## config.mk

```make
export PLATFORM = sky130hd
export DESIGN_NAME = pic_cascade
export DESIGN_NICKNAME = d
export VERILOG_FILES = /design/src/rtl/pic_pkg.sv /design/src/rtl/pic_prio.sv /design/src/rtl/pic_unit.sv /design/src/rtl/pic_cascade.sv
export SDC_FILE = /design/constraint.sdc
export NUM_CORES = 1
export LEC_CHECK = 0
export BUFFER_PORTS_ARGS = -buffer_cell sky130_fd_sc_hd__buf_2
export CORE_ASPECT_RATIO = 1.5
export CORE_MARGIN = 2
export CORE_UTILIZATION = 30
export DETAILED_ROUTE_END_ITERATION = 6
export PLACE_DENSITY = 0.57
export SLEW_MARGIN = 20
export SYNTH_ARGS = -nofsm -noshare
export SYNTH_HDL_FRONTEND = slang
export SYNTH_SLANG_ARGS = --single-unit
```

## constraint.sdc

```tcl
create_clock -name clk_i -period 11.8 [get_ports clk_i]
set_input_delay 1.18 -clock clk_i [delete_from_list [all_inputs] [get_ports clk_i]]
set_output_delay 1.18 -clock clk_i [all_outputs]
set_load 0.01 [all_outputs]
```

## src/rtl/pic_pkg.sv

```systemverilog
package pic_pkg;
  localparam int          UNIT_N      = 8;
  localparam int          UNIT_LW     = $clog2(UNIT_N);
  localparam int          DW          = 8;
  localparam int          VW          = 8;
  localparam int          CASC_LVL    = 2;
  localparam logic [2:0]  EOI_OP      = 3'b111;
  localparam logic [7:0]  ADDR_M_CMD  = 8'h20;
  localparam logic [7:0]  ADDR_M_MASK = 8'h21;
  localparam logic [7:0]  ADDR_S_CMD  = 8'hA0;
  localparam logic [7:0]  ADDR_S_MASK = 8'hA1;
endpackage

```

## src/rtl/pic_prio.sv

```systemverilog
module pic_prio #(
  parameter int N  = 8,
  parameter int LW = $clog2(N)
) (
  input  logic [N-1:0]  pend_i,
  input  logic [N-1:0]  isr_i,
  input  logic [LW-1:0] low_i,
  output logic          valid_o,
  output logic [LW-1:0] lvl_o
);
  // walk from the highest rank down; an in-service level closes the search
  always_comb begin
    logic          hit_p;
    logic          hit_s;
    logic [LW-1:0] idx;
    hit_p = 1'b0;
    hit_s = 1'b0;
    idx   = '0;
    lvl_o = '0;
    for (int r = 0; r < N; r++) begin
      idx = LW'((int'(low_i) + 1 + r) % N);
      if (isr_i[idx]) hit_s = 1'b1;
      if (!hit_s && !hit_p && pend_i[idx]) begin
        hit_p = 1'b1;
        lvl_o = idx;
      end
    end
    valid_o = hit_p;
  end
endmodule

```

## src/rtl/pic_unit.sv

```systemverilog
module pic_unit import pic_pkg::*; #(
  parameter int           N     = UNIT_N,
  parameter int           LW    = $clog2(N),
  parameter logic [N-1:0] LATCH = '1
) (
  input  logic          clk_i,
  input  logic          rst_ni,
  input  logic [N-1:0]  req_i,
  input  logic          mask_we_i,
  input  logic          cmd_we_i,
  input  logic [DW-1:0] wdata_i,
  input  logic          ack_i,
  output logic [N-1:0]  mask_o,
  output logic [N-1:0]  irr_o,
  output logic [N-1:0]  isr_o,
  output logic          valid_o,
  output logic [LW-1:0] lvl_o,
  output logic [LW-1:0] low_o
);
  logic [N-1:0]  mask_q, isr_q, irr_eff, pend, eoi_clr, ack_set;
  logic [LW-1:0] low_q, win_lvl, eoi_lvl;
  logic          win_valid, eoi, take;

  assign eoi     = cmd_we_i && (wdata_i[DW-1 -: 3] == EOI_OP);
  assign eoi_lvl = wdata_i[LW-1:0];
  assign take    = ack_i && win_valid;
  assign eoi_clr = eoi  ? (N'(1) << eoi_lvl) : '0;
  assign ack_set = take ? (N'(1) << win_lvl) : '0;

  for (genvar g = 0; g < N; g++) begin : g_irr
    if (LATCH[g]) begin : g_latch
      logic q;
      always_ff @(posedge clk_i or negedge rst_ni) begin
        if (!rst_ni) q <= 1'b0;
        else         q <= (q | req_i[g]) & ~ack_set[g];
      end
      assign irr_eff[g] = q;
    end else begin : g_pass
      assign irr_eff[g] = req_i[g];
    end
  end

  assign pend = irr_eff & ~mask_q;

  always_ff @(posedge clk_i or negedge rst_ni) begin
    if (!rst_ni) begin
      mask_q <= '1;
      isr_q  <= '0;
      low_q  <= LW'(N - 1);
    end else begin
      if (mask_we_i) mask_q <= wdata_i[N-1:0];
      isr_q <= (isr_q & ~eoi_clr) | ack_set;
      if (eoi) low_q <= eoi_lvl;
    end
  end

  pic_prio #(.N(N), .LW(LW)) i_prio (
    .pend_i (pend),
    .isr_i  (isr_q),
    .low_i  (low_q),
    .valid_o(win_valid),
    .lvl_o  (win_lvl)
  );

  assign mask_o  = mask_q;
  assign irr_o   = irr_eff;
  assign isr_o   = isr_q;
  assign valid_o = win_valid;
  assign lvl_o   = win_lvl;
  assign low_o   = low_q;

  a_r7_eoi_clears: assert property (@(posedge clk_i) disable iff (!rst_ni)
    eoi && !(take && win_lvl == eoi_lvl) |=> !isr_q[$past(eoi_lvl)]);
  a_r7_eoi_rotates: assert property (@(posedge clk_i) disable iff (!rst_ni)
    eoi |=> low_q == $past(eoi_lvl));
  a_r5_ack_sets_isr: assert property (@(posedge clk_i) disable iff (!rst_ni)
    take |=> isr_q[$past(win_lvl)]);
  a_r6_winner_not_in_service: assert property (@(posedge clk_i) disable iff (!rst_ni)
    win_valid |-> !isr_q[win_lvl]);
endmodule

```

## src/rtl/pic_cascade.sv

```systemverilog
module pic_cascade import pic_pkg::*; (
  input  logic          clk_i,
  input  logic          rst_ni,
  input  logic [15:0]   irq_i,
  input  logic [7:0]    addr_i,
  input  logic          wr_i,
  input  logic [7:0]    wdata_i,
  output logic [7:0]    rdata_o,
  input  logic          inta_i,
  output logic [7:0]    vector_o,
  output logic          int_o
);
  localparam int N  = UNIT_N;
  localparam int LW = UNIT_LW;
  localparam logic [N-1:0] M_LATCH = ~(N'(1) << CASC_LVL);

  logic [N-1:0]  m_req, m_mask, m_irr, m_isr, s_mask, s_irr, s_isr;
  logic [LW-1:0] m_lvl, m_low, s_lvl, s_low_unused;
  logic          m_valid, s_valid, s_ack, casc_win, unused_casc_in;

  assign unused_casc_in = irq_i[CASC_LVL];

  for (genvar g = 0; g < N; g++) begin : g_mreq
    if (g == CASC_LVL) begin : g_casc
      assign m_req[g] = s_valid;
    end else begin : g_line
      assign m_req[g] = irq_i[g];
    end
  end

  assign casc_win = m_valid && (m_lvl == LW'(CASC_LVL));
  assign s_ack    = inta_i && casc_win;

  pic_unit #(.N(N), .LW(LW), .LATCH(M_LATCH)) i_master (
    .clk_i    (clk_i),
    .rst_ni   (rst_ni),
    .req_i    (m_req),
    .mask_we_i(wr_i && addr_i == ADDR_M_MASK),
    .cmd_we_i (wr_i && addr_i == ADDR_M_CMD),
    .wdata_i  (wdata_i),
    .ack_i    (inta_i),
    .mask_o   (m_mask),
    .irr_o    (m_irr),
    .isr_o    (m_isr),
    .valid_o  (m_valid),
    .lvl_o    (m_lvl),
    .low_o    (m_low)
  );

  pic_unit #(.N(N), .LW(LW)) i_slave (
    .clk_i    (clk_i),
    .rst_ni   (rst_ni),
    .req_i    (irq_i[2*N-1:N]),
    .mask_we_i(wr_i && addr_i == ADDR_S_MASK),
    .cmd_we_i (wr_i && addr_i == ADDR_S_CMD),
    .wdata_i  (wdata_i),
    .ack_i    (s_ack),
    .mask_o   (s_mask),
    .irr_o    (s_irr),
    .isr_o    (s_isr),
    .valid_o  (s_valid),
    .lvl_o    (s_lvl),
    .low_o    (s_low_unused)
  );

  always_comb begin
    unique case (addr_i)
      ADDR_M_CMD:  rdata_o = DW'(m_irr);
      ADDR_M_MASK: rdata_o = DW'(m_mask);
      ADDR_S_CMD:  rdata_o = DW'(s_irr);
      ADDR_S_MASK: rdata_o = DW'(s_mask);
      default:     rdata_o = '0;
    endcase
  end

  always_comb begin
    if (!m_valid)     vector_o = VW'(m_low);   // spurious code
    else if (casc_win) vector_o = VW'(N) + VW'(s_lvl);
    else              vector_o = VW'(m_lvl);
  end

  assign int_o = m_valid;

  a_r5_cascade_marks_both: assert property (@(posedge clk_i) disable iff (!rst_ni)
    inta_i && casc_win |=> m_isr[CASC_LVL] && (s_isr != '0));
  a_r8_spurious_no_change: assert property (@(posedge clk_i) disable iff (!rst_ni)
    inta_i && !int_o && !wr_i |=> $stable(m_isr) && $stable(s_isr));
  a_r4_vector_range: assert property (@(posedge clk_i) disable iff (!rst_ni)
    inta_i |-> vector_o < VW'(2 * N));
endmodule

```

# After elaboration in Yosys (flattened, before gate mapping)
# Index checks and enable logic that the tools add are counted.
[op_classes] addsub=17 multipliers=0 div=0 n_lt_le_gt_ge=16 n_eq_ne=6 shifts=3 n_mux=119 n_bitwise=55 reduce_logical=70
[op_table] operator="1-bit binary-select mux with 3-bit select" n=32
[op_table] operator="3-bit by 4-bit less-than comparator with 1-bit output, second input constant" n=16
[op_table] operator="1-bit 2-to-1 mux" n=64
[op_table] operator="3-bit 2-to-1 mux" n=16
[op_table] operator="1-bit logical AND" n=40
[op_table] operator="8-bit bitwise AND" n=4
[op_table] operator="8-bit 2-to-1 mux" n=4
[op_table] operator="8-bit NOT" n=4
[op_table] operator="8-bit one-hot mux with 4 select lines" n=1
[op_table] operator="1-bit logical NOT" n=30
[op_table] operator="3-bit adder, second input constant" n=8
[op_table] operator="1-bit by 3-bit << shifter with 8-bit output, first input constant" n=3
[op_table] operator="8-bit by 6-bit equality test with 1-bit output, second input constant" n=2
[op_table] operator="8-bit equality test, second input constant" n=2
[op_table] operator="8-bit OR" n=2
[op_table] operator="1-bit bitwise AND" n=15
[op_table] operator="1-bit NOT" n=15
[op_table] operator="1-bit OR" n=15
[op_table] operator="3-bit by 1-bit adder with 3-bit output, second input constant" n=4
[op_table] operator="3-bit by 2-bit adder with 3-bit output, second input constant" n=4
[op_table] operator="5-bit 2-to-1 mux" n=2
[op_table] operator="4-bit by 3-bit adder with 5-bit output, first input constant" n=1
[op_table] operator="3-bit by 2-bit equality test with 1-bit output, second input constant" n=1
[op_table] operator="3-bit equality test, second input constant" n=1
[word_totals] register_bits=53 latch_bits=0 ram_bits=0 rom_bits=0 inputBits=36 output_inout_bits=17 elab_cells=307 memories=0

# Longest topological paths before layout
# Gate-level depths: netlist (run 1).
[logic_depth] word_depth=75 depth_mapped=21 depth_no_buf=14

# By module
# A second synthesis (run 1) with hierarchy kept.
[unflattened] cells_unflattened=591 hier_area_um2=5507.8
[by_module_without_submodules] mod="pic_prio" instances=2 cells_each=169 area_per_inst_um2=1333.8 seq_area_each_um2=0.0
[by_module_without_submodules] mod="pic_unit (i_slave)" instances=1 cells_each=109 area_per_inst_um2=1229.9 seq_area_each_um2=689.4
[by_module_without_submodules] mod="pic_unit (i_master)" instances=1 cells_each=100 area_per_inst_um2=1183.6 seq_area_each_um2=664.4
[by_module_without_submodules] mod="pic_cascade" instances=1 cells_each=44 area_per_inst_um2=426.7 seq_area_each_um2=0.0

# Worst setup path before layout (run 1)
# No wires, ideal clock.
[synth_timing] path_type="register to output" startpoint="register i_master.low_q[0] (netlist: i_master.low_o[0])" endpoint="output vector_o[0]" t_arrival_ns=4.946 t_required_ns=10.620 slack_ns=5.674 path_stages_with_launch=21 n_path_buf=6 cell_sequence="dfstp_2 -> buf_2 -> inv_1 -> clkbuf_1 -> clkbuf_1 -> ha_1 -> buf_2 -> buf_2 -> mux4_2 -> o211ai_1 -> o41ai_1 -> or3_1 -> a211oi_2 -> a22o_1 -> o21ba_2 -> and2_1 -> o311a_1 -> o32ai_1 -> buf_2 -> a21oi_1 -> a211o_1"
[synth_between] elab_chain_len=39 elab_cells_between_ends=98 classes_between="add/sub (8); eq/ne (1); mux (58); reduce/logical (31)"
[synth_rtl] element="start: declaration" line="pic_unit.sv:21" text="logic [LW-1:0] low_q, win_lvl, eoi_lvl;"
[synth_rtl] element="start signal: assignment" line="pic_unit.sv:49" text="low_q <= LW'(N - 1);"
[synth_rtl] element="start signal: assignment" line="pic_unit.sv:53" text="if (eoi) low_q <= eoi_lvl;"
[synth_rtl] element="parallel branches: the longest is 38 deep, another holds 3-bit by 1-bit adder with 3-bit output"
[synth_rtl] element="5-bit 2-to-1 mux (*)" line="pic_cascade.sv:77" text="if (!m_valid) vector_o = VW'(m_low);"
[synth_rtl] element="end: declaration" line="pic_cascade.sv:10" text="output logic [7:0] vector_o,"
# Every way passes the cells marked *. The select of a mux whose other input is x is not followed.

# Worst setup path after layout (run 1)
[layout_timing] startpoint="register i_master.low_q[0] (netlist: i_master.low_o[0])" endpoint="output vector_o[1]"
[layout_between] elab_chain_len=39 elab_cells_between_ends=98 classes_between="add/sub (8); eq/ne (1); mux (58); reduce/logical (31)"
[layout_rtl] element="3-bit by 1-bit adder with 3-bit output (*)" line="pic_prio.sv:21" text="idx = LW'((int'(low_i) + 1 + r) % N);"
[layout_rtl] element="parallel branches: the longest is 37 deep, another holds 3-bit by 2-bit adder with 3-bit output"
[layout_rtl] element="5-bit 2-to-1 mux (*)" line="pic_cascade.sv:77"
# Marks and branches as above.

==> results of run 1 <==
sequential cells by signal, indices dropped and copies added, names as in the netlist:
register                  count
i_slave.low_o                 3
i_master.mask_o               8
i_master.low_o                3
i_master.g_irr.g_latch.q      7
i_slave.isr_o                 8
i_master.isr_o                8
i_slave.g_irr.g_latch.q       8
i_slave.mask_o                8
how the worst max path moves through the flow:
stage / from / endpoint / slack, ns / depth (start not counted)
floorplan: i_master.low_o[0] / vector_o[0] / 5.67 / 20
global placement: i_master.low_o[0] / vector_o[1] / 4.47 / 15
detailed placement: i_master.low_o[0] / vector_o[1] / 4.51 / 15
CTS: i_master.low_o[0] / vector_o[1] / 4.18 / 15
global route: i_master.low_o[0] / vector_o[1] / 3.75 / 15
finish: i_master.low_o[0] / vector_o[1] / 4.14 / 15
logic make-up after synthesis:
group                    count (synthesis)  synth area share (%)
AO/OA/AOI/OAI                          171                 23.27
XOR/XNOR                                10                 2.007
adder cells (fa/ha/maj)                  4                0.9225
buffers and inverters                   59                 4.774
flip-flops                              53                 24.95
multiplexers                            86                 23.36
other                                    1               0.06912
AND/OR/NAND/NOR                        214                 20.64
synthesized netlist by cell type, types with 3 or more instances:
master,number
mux4_2,27
nor3b_1,3
o22ai_1,4
a211o_1,6
o22a_1,3
o21ai_0,41
inv_1,16
o32ai_1,3
xnor2_1,6
buf_4,4
a21o_1,4
o211ai_1,6
or2_2,6
nor3_1,15
a31oi_1,7
nand3_1,12
ha_1,4
a211oi_1,3
or3_1,11
nand2_1,51
a21oi_1,27
o21a_1,4
buf_2,12
o32a_1,13
o31ai_1,9
and2_1,8
nor2b_1,16
nand4_1,6
mux2_2,29
nor4_1,7
nor2_1,43
buf_1,6
mux2i_1,28
nand3b_1,3
clkbuf_1,19
a22o_1,3
dfrtp_1,31
nand2b_1,21
dfstp_2,22
where the power goes:
part | internal (mW) | switching (mW)
logic | 0.198 | 0.311
registers | 0.207 | 0.0361
clock network | 0.0782 | 0.0678
layer usage:
layer  GRT usage (%)  part of all wire [%]  up-vias
li1                -                     -     2336
met1           21.18                    39     2481
met2           32.86                    52      191
met3           1.074                   3.5       59
met4           10.92                   5.4        0
met5               0                     0        -
through the flow:
stage	power, mW	area, um^2	worst slack, ns
final	0.8977	5962	4.135
after global placement	0.7467	5823	4.472
after CTS	0.8942	5962	4.182
after detailed placement	0.7462	5823	4.511
after floorplan	0.5970	5436	5.674
after global routing	0.9595	5962	3.746
layout make-up:
| type | count | area, um^2 |
|---|---|---|
| Clock buffer | 6 | 128.9 |
| Clock inverter | 2 | 10.01 |
| Fill cell | 1899 | 11910 |
| Inverter | 17 | 63.81 |
| Sequential cell | 53 | 1354 |
| Multi-Input combinational cell | 489 | 3831 |
| Timing Repair Buffer | 56 | 302.8 |
| Tap cell | 217 | 271.5 |
worst max-delay path, cell delays in order (launching register included):
cell and delay, ns:
dfstp_2 0.93, inv_1 0.55, ha_1 0.46, buf_4 0.46, mux4_2 0.63, o211ai_1 0.19
o41ai_1 0.16, or3_1 0.41, a211oi_2 0.42, a22o_1 0.30, o21ba_2 0.19, a311o_1 0.34
o22ai_1 0.37, and2_4 0.42, o22ai_1 0.14, buf_2 0.18
cells in the final DEF (no fill, tap or decap), types with 13 or more instances in the layout:
cell type	instances
dfrtp_1	31
inv_1	16
nand2b_1	21
mux2_2	29
nand2_1	51
a21oi_1	27
nor3_1	15
mux2i_1	28
dfstp_2	22
buf_2	47
o32a_1	13
nor2_1	43
mux4_2	27
nor2b_1	16
o21ai_0	41
==> report_table.html, run 1 <==
<table>
<tr><th>Metric</th><th>Value</th></tr>
<tr><th colspan="2">Timing</th></tr>
<tr><td>Setup repair after global routing missed its margin</td><td>false</td></tr>
<tr><td>Final number of hold-violating endpoints</td><td>0</td></tr>
<tr><td>Final number of max-transition violations</td><td>0</td></tr>
<tr><td>Top achievable clock speed</td><td>0.1305 GHz</td></tr>
<tr><td>Final period util</td><td>64.95%</td></tr>
<tr><td>Largest clock skew in the final design</td><td>0.009675 ns</td></tr>
<tr><td>Hold Worst Slack</td><td>0.4873 ns</td></tr>
<tr><td>Crit path time final</td><td>7.665 ns</td></tr>
<tr><td>Total of endpoints with negative setup slack in the final report</td><td>0</td></tr>
<tr><td>Accumulated negative setup slack</td><td>0 ns</td></tr>
<tr><td>Transition at the pin with the smallest max-transition slack</td><td>1.129 ns</td></tr>
<tr><td>Worst slew margin relative to its limit</td><td>24.47%</td></tr>
<tr><th colspan="2">CTS</th></tr>
<tr><td>Clk slew on worst S/H paths</td><td>0.07 ns</td></tr>
<tr><td>CTS tree</td><td>done</td></tr>
<tr><td>H-tree level count</td><td>2</td></tr>
<tr><td>Worst-skew pair later-pin latency</td><td>0.30 ns</td></tr>
<tr><td>Clock Root Buffer</td><td>clkbuf_16</td></tr>
<tr><td>Number of buffers created by CTS</td><td>5</td></tr>
<tr><td>Gates resized, CTS repair</td><td>0</td></tr>
<tr><td>Number of buffers inserted by post-CTS setup repair</td><td>0</td></tr>
<tr><td>TritonCTS Sinks</td><td>53</td></tr>
<tr><td>Cts-stage hold buffer count</td><td>0</td></tr>
<tr><td>Worst-case clock buffer depth</td><td>2</td></tr>
<tr><th colspan="2">Synthesis</th></tr>
<tr><td>Synthesis warning total</td><td>0</td></tr>
<tr><td>Synth Instances</td><td>598</td></tr>
<tr><td>Count of flip-flops with a built-in enable after synthesis</td><td>0</td></tr>
<tr><td>Largest cells by area after synthesis</td><td>dfrtp_1 (14%), mux4_2 (11%), dfstp_2 (11%), mux2_2 (6.0%), mux2i_1 (5.2%)</td></tr>
<tr><td>Sequential share of the synthesized area</td><td>24.95%</td></tr>
<tr><td>Portion of synthesized cell area occupied by the leading cell type</td><td>14.30%</td></tr>
<tr><td>Flip-flop and latch count after synthesis</td><td>53</td></tr>
<tr><td>FFs w/ async S/R, synth</td><td>100.0%</td></tr>
<tr><td>Post-Syn Area</td><td>0.005425 mm^2</td></tr>
<tr><td>Primary flip-flop cell chosen by synthesis mapping</td><td>dfrtp_1</td></tr>
<tr><td>Library cell with the largest summed area after synthesis</td><td>dfrtp_1</td></tr>
<tr><td>Average size of a mapped cell</td><td>9.072 um^2</td></tr>
<tr><td>Synth unique cells</td><td>84</td></tr>
<tr><th colspan="2">Floorplan</th></tr>
<tr><td>Die area</td><td>0.01920 mm^2</td></tr>
<tr><td>Die Span X</td><td>113.8 um</td></tr>
<tr><td>Core outline area</td><td>0.01787 mm^2</td></tr>
<tr><td>Initial Utilization</td><td>30.36%</td></tr>
<tr><td>Boundary pin count</td><td>53</td></tr>
<tr><td>Floorplan die height</td><td>168.7 um</td></tr>
<tr><td>Std-Cell Rows</td><td>60</td></tr>
<tr><th colspan="2">GRT</th></tr>
<tr><td>Via count of the first global-routing pass</td><td>4970</td></tr>
<tr><td>First-pass GRT wire length</td><td>27410 um</td></tr>
<tr><td>Global-route usage over all layers</td><td>18.28%</td></tr>
<tr><td>Overflow after GRT</td><td>0</td></tr>
<tr><td>Maximum number of pins on one net before global-route repair</td><td>54</td></tr>
<tr><td>Number of antenna violations at the first check in global routing</td><td>0</td></tr>
<tr><th colspan="2">Pwr</th></tr>
<tr><td>Worst supply voltage drop on vdd</td><td>0.00009158 V</td></tr>
<tr><td>Leakage power figure</td><td>2.334 nW</td></tr>
<tr><td>Pwr per Cell Area</td><td>150.6 mW/mm^2</td></tr>
<tr><th colspan="2">Placement</th></tr>
<tr><td>Sum of net half-perimeters after detailed placement</td><td>13350 um</td></tr>
<tr><td>IO buf count</td><td>47</td></tr>
<tr><td>Routability congestion estimate from global placement</td><td>0.8829</td></tr>
<tr><td>Number of cells in the design after placement</td><td>832</td></tr>
<tr><th colspan="2">Critical path</th></tr>
<tr><td>Critical path class</td><td>reg -&gt; out</td></tr>
<tr><td>Data arrival time of the worst path</td><td>6.48 ns</td></tr>
<tr><td>Critical path fanouts, max</td><td>47</td></tr>
<tr><td>Endpoint class of the critical path</td><td>primary output</td></tr>
<tr><td>Critical R2R Capture</td><td>i_slave.g_irr[3].g_latch.q</td></tr>
<tr><td>CP Data Required Time</td><td>10.62 ns</td></tr>
<tr><td>Reg2Reg Depth</td><td>15</td></tr>
<tr><td>Start of the worst register-to-register path</td><td>i_master.low_o[0]</td></tr>
<tr><td>Worst-case register-to-register setup slack</td><td>5.18 ns</td></tr>
<tr><td>Type of element launching the critical path</td><td>flop</td></tr>
<tr><th colspan="2">Cells and area</th></tr>
<tr><td>Antenna cells</td><td>0</td></tr>
<tr><td>Fraction of layout cells with a size suffix above 1</td><td>27.45%</td></tr>
<tr><td>Final standard cell count with taps included and fillers excluded</td><td>840</td></tr>
<tr><td>Final #Nets</td><td>662</td></tr>
<tr><td>Area added between synthesis and finish</td><td>9.894%</td></tr>
<tr><td>Utilization after layout</td><td>33.37%</td></tr>
<tr><th colspan="2">Route</th></tr>
<tr><td>Total Routed Length</td><td>17350 um</td></tr>
<tr><td>Total number of vias</td><td>5067</td></tr>
<tr><td>DRC violations left</td><td>0</td></tr>
<tr><td>First DRT Iteration DRCs</td><td>483</td></tr>
<tr><td>Drt first pass iters</td><td>5</td></tr>
<tr><td>Vias per cell</td><td>6.032</td></tr>
<tr><td>Routed WL per cell</td><td>20.66 um</td></tr>
<tr><td>Post-DRT Antenna Nets</td><td>0</td></tr>
<tr><th colspan="2">Hold path</th></tr>
<tr><td>Hold path start</td><td>i_slave.low_o[1]</td></tr>
<tr><td>Hold/Removal Path Class</td><td>reg -&gt; reg</td></tr>
<tr><td>Cell depth of the worst hold path</td><td>2</td></tr>
<tr><td>End of the worst hold path</td><td>i_slave.low_o[1]</td></tr>
<tr><th colspan="2">Status</th></tr>
<tr><td>Outcome</td><td>finished clean</td></tr>
<tr><th colspan="2">Flow run</th></tr>
<tr><td>Reported max-cap violation count</td><td>0</td></tr>
</table>
Note: power is estimated with default switching activity, not from simulation.
==> run 2: changes to the inputs <==
==> constraint.sdc (replaced) <==
create_clock -name clk_i -period 7.2 [get_ports clk_i]
set_input_delay 0.72 -clock clk_i [delete_from_list [all_inputs] [get_ports clk_i]]
set_output_delay 0.72 -clock clk_i [all_outputs]
set_load 0.01 [all_outputs]
==> report_table.html, run 2 (same netlist as run 1, synthesis figures left out) <==
<table>
<tr><th>Metric</th><th>Value</th></tr>
<tr><th colspan="2">Status</th></tr>
<tr><td>Outcome</td><td>finished clean</td></tr>
<tr><th colspan="2">CTS</th></tr>
<tr><td>CTS tree</td><td>done</td></tr>
<tr><td>Cts-stage hold buffer count</td><td>0</td></tr>
<tr><td>Worst-case clock buffer depth</td><td>2</td></tr>
<tr><td>Gates resized, CTS repair</td><td>0</td></tr>
<tr><td>Clk slew on worst S/H paths</td><td>0.07 ns</td></tr>
<tr><td>TritonCTS Sinks</td><td>53</td></tr>
<tr><td>Number of buffers created by CTS</td><td>5</td></tr>
<tr><td>Clock Root Buffer</td><td>clkbuf_16</td></tr>
<tr><td>Worst-skew pair later-pin latency</td><td>0.31 ns</td></tr>
<tr><td>Number of buffers inserted by post-CTS setup repair</td><td>0</td></tr>
<tr><td>H-tree level count</td><td>2</td></tr>
<tr><th colspan="2">Cells and area</th></tr>
<tr><td>Fin area</td><td>0.006030 mm^2</td></tr>
<tr><td>Most used cells in the layout excluding fill and tap cells</td><td>nand2_1 (51), buf_2 (47), nor2_1 (43)</td></tr>
<tr><td>Final #Nets</td><td>666</td></tr>
<tr><td>Commonest non-fill, non-tap cell in the layout</td><td>nand2_1</td></tr>
<tr><td>Fraction of layout cells with a size suffix above 1</td><td>28.07%</td></tr>
<tr><td>Area added between synthesis and finish</td><td>11.14%</td></tr>
<tr><td>Antenna cells</td><td>0</td></tr>
<tr><td>Number of inserted filler cells in the final layout</td><td>1884</td></tr>
<tr><th colspan="2">Route</th></tr>
<tr><td>Routed WL per cell</td><td>20.84 um</td></tr>
<tr><td>Vias per cell</td><td>5.995</td></tr>
<tr><td>Post-DRT Antenna Nets</td><td>0</td></tr>
<tr><td>Total number of vias</td><td>5060</td></tr>
<tr><td>DRC violations left</td><td>0</td></tr>
<tr><td>First DRT Iteration DRCs</td><td>373</td></tr>
<tr><td>Drt first pass iters</td><td>7</td></tr>
<tr><td>Total Routed Length</td><td>17590 um</td></tr>
<tr><th colspan="2">Critical path</th></tr>
<tr><td>Critical path class</td><td>reg -&gt; out</td></tr>
<tr><td>Type of element launching the critical path</td><td>flop</td></tr>
<tr><td>CP Data Required Time</td><td>6.48 ns</td></tr>
<tr><td>Data arrival time of the worst path</td><td>5.60 ns</td></tr>
<tr><td>Critical path fanouts, max</td><td>30</td></tr>
<tr><td>Endpoint class of the critical path</td><td>primary output</td></tr>
<tr><th colspan="2">Pwr</th></tr>
<tr><td>Switching power summed over all nets</td><td>0.6930 mW</td></tr>
<tr><td>Switching power share of the total</td><td>45.27%</td></tr>
<tr><td>Pwr per Cell Area</td><td>253.9 mW/mm^2</td></tr>
<tr><td>Leakage power figure</td><td>2.366 nW</td></tr>
<tr><td>Part of the power in registers</td><td>26.0%</td></tr>
<tr><td>Worst supply voltage drop on vdd</td><td>0.0002069 V</td></tr>
<tr><td>Combinational cell fraction of total power</td><td>55.1%</td></tr>
<tr><td>Clk pwr share</td><td>18.9%</td></tr>
<tr><td>Cell Int Power</td><td>0.8379 mW</td></tr>
<tr><th colspan="2">GRT</th></tr>
<tr><td>Maximum number of pins on one net before global-route repair</td><td>54</td></tr>
<tr><td>Via count of the first global-routing pass</td><td>5003</td></tr>
<tr><td>Number of antenna violations at the first check in global routing</td><td>0</td></tr>
<tr><td>Overflow after GRT</td><td>0</td></tr>
<tr><td>First-pass GRT wire length</td><td>27340 um</td></tr>
<tr><td>Global-route usage over all layers</td><td>18.32%</td></tr>
<tr><th colspan="2">Floorplan</th></tr>
<tr><td>Std-Cell Rows</td><td>60</td></tr>
<tr><td>Die Span X</td><td>113.8 um</td></tr>
<tr><td>Initial Utilization</td><td>30.36%</td></tr>
<tr><td>Floorplan die height</td><td>168.7 um</td></tr>
<tr><td>Core outline area</td><td>0.01787 mm^2</td></tr>
<tr><td>Boundary pin count</td><td>53</td></tr>
<tr><td>Die area</td><td>0.01920 mm^2</td></tr>
<tr><th colspan="2">Timing</th></tr>
<tr><td>Final number of max-transition violations</td><td>0</td></tr>
<tr><td>Transition at the pin with the smallest max-transition slack</td><td>0.9115 ns</td></tr>
<tr><td>Accumulated negative setup slack</td><td>0 ns</td></tr>
<tr><td>Total of endpoints with negative setup slack in the final report</td><td>0</td></tr>
<tr><td>Worst slew margin relative to its limit</td><td>38.76%</td></tr>
<tr><td>Setup repair after global routing missed its margin</td><td>false</td></tr>
<tr><td>Final period util</td><td>87.84%</td></tr>
<tr><td>Final number of hold-violating endpoints</td><td>0</td></tr>
<tr><td>Largest clock skew in the final design</td><td>0.01025 ns</td></tr>
<tr><td>Crit path time final</td><td>6.325 ns</td></tr>
<tr><td>Top achievable clock speed</td><td>0.1581 GHz</td></tr>
<tr><th colspan="2">Flow run</th></tr>
<tr><td>Reported max-cap violation count</td><td>0</td></tr>
<tr><th colspan="2">Placement</th></tr>
<tr><td>Placement Cell Area</td><td>0.005853 mm^2</td></tr>
<tr><td>Routability congestion estimate from global placement</td><td>0.8867</td></tr>
<tr><td>Sum of net half-perimeters after detailed placement</td><td>13590 um</td></tr>
<tr><td>IO buf count</td><td>47</td></tr>
<tr><th colspan="2">Hold path</th></tr>
<tr><td>Hold/Removal Path Class</td><td>reg -&gt; reg</td></tr>
</table>
==> run 2: cell types whose count changed in the layout (fill, tap and decap cells not counted) <==
| cell | delta |
|---|---|
| clkbuf_1 | -1 |
| buf_4 | +4 |
| clkbuf_8 | +1 |
| clkinv_2 | -2 |
| bufinv_16 | +1 |
| clkinvlp_4 | +1 |
==> run 2: final timing paths <==
check | start | end | slack, ns | depth (start not counted)
worst min-delay path | i_slave.low_o[1] | i_slave.low_o[1] | 0.49 | 2
worst max register to register | i_slave.low_o[0] | i_slave.g_irr[5].g_latch.q | 1.45 | 15
worst min register to register | i_slave.low_o[1] | i_slave.low_o[1] | 0.49 | 2
max in group asynchronous | rst_ni | i_master.g_irr[6].g_latch.q | 6.19 | 2
worst max-delay path | i_slave.low_o[0] | vector_o[1] | 0.88 | 16
min in group asynchronous | rst_ni | i_slave.g_irr[0].g_latch.q | 0.53 | 2
==> run 2: through the flow <==
| step | worst slack [ns] | hold slack (ns) | power [mW] | utilization (%) | std cells |
|---|---|---|---|---|---|
| global placement | 1.289 | 0.4739 | 1.226 | 32.76 | 836 |
| floorplan | 1.534 | 0.4244 | 0.9784 | - | 601 |
| finish | 0.8752 | 0.4868 | 1.531 | 33.75 | 844 |
| detailed placement | 1.291 | 0.4784 | 1.227 | 32.76 | 836 |
| global route | 0.6322 | 0.5157 | 1.615 | 33.75 | 844 |
| CTS | 0.9410 | 0.4882 | 1.522 | 33.75 | 844 |
==> run 2: per-layer routing <==
metal	up-vias	GRT usage (%)	wire length [um]
met2	195	34.91	9511
met3	34	1.611	703
met5	-	0	0
met4	0	9.173	622
li1	2340	-	-
met1	2491	19.90	6753
==> run 2: layout make-up <==
cell class,instances,area [um^2],area share [%]
Clock buffer,6,138.9,2.303
Clock inverter,2,37.54,0.6225
Inverter,17,63.81,1.058
Multi-Input combinational cell,489,3831,63.54
Sequential cell,53,1354,22.45
Tap cell,217,271.5,4.503
Timing Repair Buffer,60,332.8,5.520
==> run 2: power groups by stage <==
stage                     combinational (mW)  sequential (mW)  clock [mW]
after floorplan                        0.604            0.374           0
after detailed placement               0.825            0.402           0
final                                  0.844            0.398       0.289
after CTS                              0.831            0.397       0.294
after global routing                   0.908            0.405       0.303
after global placement                 0.827            0.400           0
==> run 2: critical path, stage by stage, from the launching register on <==
cell     delay [ns]
dfstp_2        0.53
inv_2          0.15
ha_1           0.45
buf_4          0.38
mux4_2         0.37
mux2i_1        0.40
nand3_1        0.28
a21o_1         0.27
a21oi_2        0.26
a21o_1         0.34
o21ai_1        0.24
and2_1         0.22
o311a_1        0.30
o22ai_1        0.35
and2_4         0.42
o22ai_1        0.14
buf_2          0.19
